**src/rtl/wmadd_pkg.sv**
```systemverilog
package wmadd_pkg;
  typedef enum logic {
    MODE_UU = 1'b0,
    MODE_US = 1'b1
  } madd_mode_e;
endpackage

```
**src/rtl/wmadd_ctrl.sv**
```systemverilog
module wmadd_ctrl #(
  parameter int STEPS = 8,
  localparam int CW = (STEPS > 1) ? $clog2(STEPS) : 1
) (
  input  logic          clk,
  input  logic          rst_n,
  input  logic          start,
  output logic          accept,
  output logic          step_en,
  output logic          last_step,
  output logic [CW-1:0] step_idx,
  output logic          busy,
  output logic          done
);
  logic [CW-1:0] cnt_q;

  assign accept    = start && !busy;
  assign step_en   = busy;
  assign last_step = busy && (cnt_q == CW'(STEPS - 1));
  assign step_idx  = cnt_q;

  always_ff @(posedge clk or negedge rst_n) begin
    if (!rst_n) begin
      busy  <= 1'b0;
      cnt_q <= '0;
      done  <= 1'b0;
    end else begin
      done <= last_step;
      if (accept) begin
        busy  <= 1'b1;
        cnt_q <= '0;
      end else if (last_step) begin
        busy  <= 1'b0;
        cnt_q <= '0;
      end else if (busy) begin
        cnt_q <= cnt_q + 1'b1;
      end
    end
  end

  AST_DONE_ONE_CYCLE: assert property (@(posedge clk) disable iff (!rst_n)
    done |=> !done);
  AST_DONE_FROM_BUSY: assert property (@(posedge clk) disable iff (!rst_n)
    $rose(done) |-> $past(busy));
endmodule

```
**src/rtl/wmadd_oprnd.sv**
```systemverilog
module wmadd_oprnd
  import wmadd_pkg::*;
#(
  parameter int W     = 64,
  parameter int DIGIT = 8
) (
  input  logic             clk,
  input  logic             rst_n,
  input  logic             accept,
  input  logic             step_en,
  input  logic             busy,
  input  logic             mode,
  input  logic [W-1:0]     op_a,
  input  logic [W-1:0]     op_b,
  input  logic [W-1:0]     op_c,
  output logic [W-1:0]     a_q,
  output logic [DIGIT-1:0] digit,
  output madd_mode_e       mode_q,
  output logic [2*W-1:0]   acc_init
);
  logic [W-1:0] b_sh;

  // Widen the addend: zero fill for unsigned mode, sign fill for mixed mode.
  function automatic logic [2*W-1:0] widen_addend(input logic [W-1:0] c,
                                                  input madd_mode_e m);
    logic fill;
    fill = (m == MODE_US) && c[W-1];
    return {{W{fill}}, c};
  endfunction

  assign acc_init = widen_addend(op_c, madd_mode_e'(mode));
  assign digit    = b_sh[DIGIT-1:0];

  always_ff @(posedge clk or negedge rst_n) begin
    if (!rst_n) begin
      a_q    <= '0;
      b_sh   <= '0;
      mode_q <= MODE_UU;
    end else if (accept) begin
      a_q    <= op_a;
      b_sh   <= op_b;
      mode_q <= madd_mode_e'(mode);
    end else if (step_en) begin
      b_sh <= b_sh >> DIGIT;
    end
  end

  AST_START_IGNORED: assert property (@(posedge clk) disable iff (!rst_n)
    busy |=> $stable(a_q));
endmodule

```
**src/rtl/wmadd_pp.sv**
```systemverilog
module wmadd_pp #(
  parameter int W     = 64,
  parameter int DIGIT = 8,
  localparam int SHW  = $clog2(2 * W) + 1
) (
  input  logic [W-1:0]     a,
  input  logic [DIGIT-1:0] digit,
  input  logic             neg_weight,
  input  logic [SHW-1:0]   shamt,
  output logic [2*W-1:0]   pp
);
  // Partial product, modulo 2^(2W); the digit may carry negative weight.
  function automatic logic [2*W-1:0] partial(input logic [W-1:0] av,
                                             input logic [DIGIT-1:0] dv,
                                             input logic sgn);
    logic [2*W-1:0] dext;
    dext = {{(2*W-DIGIT){sgn && dv[DIGIT-1]}}, dv};
    return {{W{1'b0}}, av} * dext;
  endfunction

  assign pp = partial(a, digit, neg_weight) << shamt;
endmodule

```
**src/rtl/wmadd_top.sv**
```systemverilog
module wmadd_top
  import wmadd_pkg::*;
#(
  parameter int W     = 64,
  parameter int DIGIT = 8
) (
  input  logic         clk,
  input  logic         rst_n,
  input  logic         start,
  input  logic         mode,
  input  logic [W-1:0] op_a,
  input  logic [W-1:0] op_b,
  input  logic [W-1:0] op_c,
  output logic         busy,
  output logic         done,
  output logic [W-1:0] res_lo,
  output logic [W-1:0] res_hi
);
  localparam int STEPS = W / DIGIT;
  localparam int CW    = (STEPS > 1) ? $clog2(STEPS) : 1;
  localparam int SHW   = $clog2(2 * W) + 1;

  logic             accept, step_en, last_step;
  logic [CW-1:0]    step_idx;
  logic [W-1:0]     a_q;
  logic [DIGIT-1:0] digit;
  madd_mode_e       mode_q;
  logic [2*W-1:0]   acc_init, acc_q, pp, acc_next;
  logic [SHW-1:0]   shamt;
  logic             neg_weight;

  wmadd_ctrl #(.STEPS(STEPS)) ctrl_i (
    .clk(clk), .rst_n(rst_n), .start(start), .accept(accept),
    .step_en(step_en), .last_step(last_step), .step_idx(step_idx),
    .busy(busy), .done(done)
  );

  wmadd_oprnd #(.W(W), .DIGIT(DIGIT)) oprnd_i (
    .clk(clk), .rst_n(rst_n), .accept(accept), .step_en(step_en),
    .busy(busy), .mode(mode), .op_a(op_a), .op_b(op_b), .op_c(op_c),
    .a_q(a_q), .digit(digit), .mode_q(mode_q), .acc_init(acc_init)
  );

  assign shamt      = SHW'(step_idx) * SHW'(DIGIT);
  assign neg_weight = last_step && (mode_q == MODE_US);

  wmadd_pp #(.W(W), .DIGIT(DIGIT)) pp_i (
    .a(a_q), .digit(digit), .neg_weight(neg_weight), .shamt(shamt), .pp(pp)
  );

  assign acc_next = acc_q + pp;

  always_ff @(posedge clk or negedge rst_n) begin
    if (!rst_n) begin
      acc_q  <= '0;
      res_lo <= '0;
      res_hi <= '0;
    end else begin
      if (accept)       acc_q <= acc_init;
      else if (step_en) acc_q <= acc_next;
      if (last_step) begin
        res_lo <= acc_next[W-1:0];
        res_hi <= acc_next[2*W-1:W];
      end
    end
  end

  initial begin
    assert (W % DIGIT == 0 && STEPS >= 2)
      else $error("W must be a multiple of DIGIT with at least two steps");
  end

  AST_RES_HOLD: assert property (@(posedge clk) disable iff (!rst_n)
    !done |-> $stable({res_hi, res_lo}));
  AST_DONE_IDLE: assert property (@(posedge clk) disable iff (!rst_n)
    done |-> !busy);
endmodule

```
**config.mk**
```make
export PLATFORM = sky130hd
export DESIGN_NAME = wmadd_top
export DESIGN_NICKNAME = d
export VERILOG_FILES = /design/src/rtl/wmadd_pkg.sv /design/src/rtl/wmadd_ctrl.sv /design/src/rtl/wmadd_oprnd.sv /design/src/rtl/wmadd_pp.sv /design/src/rtl/wmadd_top.sv
export SDC_FILE = /design/constraint.sdc
export NUM_CORES = 2
export LEC_CHECK = 0
export BUFFER_PORTS_ARGS = -buffer_cell sky130_fd_sc_hd__buf_2
export CAP_MARGIN = 20
export CELL_PAD_IN_SITES_DETAIL_PLACEMENT = 1
export CELL_PAD_IN_SITES_GLOBAL_PLACEMENT = 2
export CORE_UTILIZATION = 40
export CTS_CLUSTER_SIZE = 16
export DETAILED_ROUTE_END_ITERATION = 7
export GPL_TIMING_DRIVEN = 0
export PLACE_DENSITY = 0.92
export SLEW_MARGIN = 15
export SYNTH_ARGS = -nofsm -noshare
export SYNTH_HDL_FRONTEND = slang
export SYNTH_SLANG_ARGS = --single-unit
```
**constraint.sdc**
```tcl
create_clock -name clk -period 23.1 [get_ports clk]
set_input_delay 4.62 -clock clk [delete_from_list [all_inputs] [get_ports clk]]
set_output_delay 4.62 -clock clk [all_outputs]
set_load 0.005 [all_outputs]
```
==> results.toml <==
[run_status]
status = "finished, final reports clean"

[clocking]
cts_htree_levels = 2
cts_tree = "built"
clkSinkCount = 390
postCtsSetupBuffers = 0
cts_resized = 0
cts_root_buf = "clkbuf_16"
clockBufferDepth = 3
cts.clk_slew.worst_paths_ns = 0.06
numCtsBuffers = 50
clock_latency_ns = 0.67
hold_buffers = 0

[yosys]
synth_cells = 5429
netlist_area_um2 = 45500
synth_top_area_share_pct = 21.5
ys_ff_latch = 390
synth.most_common_cell = "nand2_1"
syn-num-nets = 6355
synthArstFlopShare_pct = 100
synth_common_cells = "716 x nand2_1, 579 x inv_1, 436 x fa_1"
syn_avg_cell_area_um2 = 8.37
ys_top_cells_by_area = "dfrtp_1 21%, fa_1 19%, ha_1 8.1%"
yosysTopAreaCell = "dfrtp_1"
synth_seq_area_share_pct = 21.5
synthFlopType = "dfrtp_1"
synth_edf_count = 0
synth.distinct_cells = 82
yosysWarningCount = 0

[grt]
overflow = 0
grt_max_degree = 101
grt_pass1_wl_mm = 280
track_usage_pct = 31.9
grt_pass1_vias = 44900
antenna_found_initial = 12

[floorplan]
dieArea_um2 = 115000
pin_count = 326
dieHeight_um = 339
core-area_um2 = 113000
rows = 123
die_w_um = 339
start_util_pct = 40.4

[critical_path]
critPathRequiredTime_ns = 23.60
critPathKind = "reg2reg"
crit_path_start = "ctrl_i.step_idx[0]$_DFFE_PN0P_"
reg2reg_depth = 43
critPathCaptureType = "register"
critPathMaxStageDelay_ns = 0.91
cp.arrival_ns = 16.50
cp_common_cell = "ha_1"
startpoint_type = "register"
worstPathMaxFanout = 10
r2r_start = "ctrl_i.step_idx[0]$_DFFE_PN0P_"
slowest_stage = "clkbuf_1"

[routing]
ant_nets = 0
drt_iter0_drc = 2829
avgViaCountPerCell = 5.68
wire_per_inst_um = 25.0
route.met2.wl_mm = 87.9
firstDrtPassIters = 5
wl_met1_mm = 76.8
vias = 41800
wl_mm = 184
met3_length_mm = 10.8
top_layer_used = "met5"
drcViolationCount = 0

[sta]
skew_ns = 0.0275
final_max_slew_viol_count = 0
finalHoldViolations = 0
finalCriticalPeriod_ns = 16.00
tightest_slew_ns = 1.22
clock.fmax_ghz = 0.0625
fin_crit_sh_pct = 69.3
finalSetupViolations = 0
slew_headroom_pct = 18.6
hold_ws_ns = 0.479
rsz0062_at_grt = "no"
tns_ns = 0

[cells_and_area]
stdcell_area_um2 = 50900
final_cells = 7355
area_delta_synth_final_pct = 11.9
layout.nets = 6737
layout-drive-gt1-share_pct = 9.65

[hold_path]
min-delay-start = "res_hi[38]$_DFFE_PN0N_"
holdCritPathClass = "reg2reg"
holdPathStages = 2

[placement]
place.gp.congestion = 0.999
place_area_um2 = 49100
hpwl_mm = 150
port-buffer-count = 325
placedCellCount = 7259

[run]
maxCapViolations = 0
## final timing paths
| path | end | slack, ns |
|---|---|---|
| hold / removal | res_hi[38]$_DFFE_PN0N_ | 0.48 |
| min in group asynchronous | oprnd_i.a_q[14]$_DFFE_PN0P_ | 3.93 |
| hold reg to reg | res_hi[38]$_DFFE_PN0N_ | 0.48 |
| max in group asynchronous | acc_q[104]$_DFFE_PN0P_ | 17.83 |
| setup reg to reg | acc_q[112]$_DFFE_PN0P_ | 7.10 |
| setup / recovery | acc_q[112]$_DFFE_PN0P_ | 7.10 |
## stage by stage
stage	utilization [%]	setup WS (ns)
5_1_grt	45.1	6.85
3_3_place_gp	43.5	7.53
2_1_floorplan	-	12.46
3_5_place_dp	43.6	7.46
4_1_cts	45.1	7.39
6_report	45.1	7.10
## cell usage in the layout (no fill, tap or decap), types with 13 or more instances in the layout
cell type and count:
a211o_1 13, a211oi_1 88, a21boi_0 17, a21o_1 119, a21oi_1 397, a221o_1 24, a22oi_1 30, a31oi_1 25
and2_1 321, and3_1 17, buf_1 49, buf_2 334, clkbuf_1 306, clkbuf_16 50, clkinv_2 13, dfrtp_1 390
fa_1 436, ha_1 294, inv_1 579, mux2_2 84, mux2i_1 127, nand2_1 716, nand2b_1 20, nand3_1 47
nand4_1 85, nor2_1 279, nor2b_1 69, nor3_1 44, nor4_1 13, o21a_1 24, o21ai_0 395, o21bai_1 42
o31ai_1 14, or2_2 16, or3_1 13, xnor2_1 120, xor2_1 75
## critical path: cells and delay by family, from the launching register on
family | cells | cell delay (ns)
mux | 2 | 0.35
simple gates | 10 | 3.64
flops | 1 | 0.53
xor+xnor | 2 | 0.75
compound gates | 12 | 3.90
fa+ha+maj | 9 | 3.31
buf+inv | 8 | 3.32
## layer usage
metal | up-vias | track usage (%)
li1 | 18800 | -
met1 | 21400 | 40.9
met2 | 1279 | 53.4
met3 | 316 | 4.81
met4 | 8 | 13.2
met5 | - | 0
## flip-flops by register name, indices dropped and copies added (netlist names)
signal           flops
acc_q              128
ctrl_i.done          1
res_lo              64
oprnd_i.b_sh        64
ctrl_i.step_idx      3
oprnd_i.a_q         64
oprnd_i.mode_q       1
ctrl_i.busy          1
res_hi              64
## final cells by class
type | instances | area [um^2]
Fill cell | 13700 | 61800
Multi-Input combinational cell | 4088 | 32100
Sequential cell | 390 | 9760
Inverter | 582 | 2180
Tap cell | 1500 | 1880
Timing Repair Buffer | 330 | 1760
Clock buffer | 66 | 1420
Buffer | 369 | 1410
Clock inverter | 27 | 323
Antenna cell | 3 | 7.51
## cell families after synthesis
group / count (synthesis) / share of synthesized area, %
AND/OR/NAND/NOR: 1662 / 17.2
buffers and inverters: 951 / 7.89
AO/OA/AOI/OAI: 1286 / 17.3
flip-flops: 390 / 21.5
adder cells (fa/ha/maj): 730 / 27.3
XOR/XNOR: 196 / 3.81
multiplexers: 214 / 5.03
Power is not shown: default switching activity piles up to over one toggle a cycle in this logic, so the estimate is an artifact.
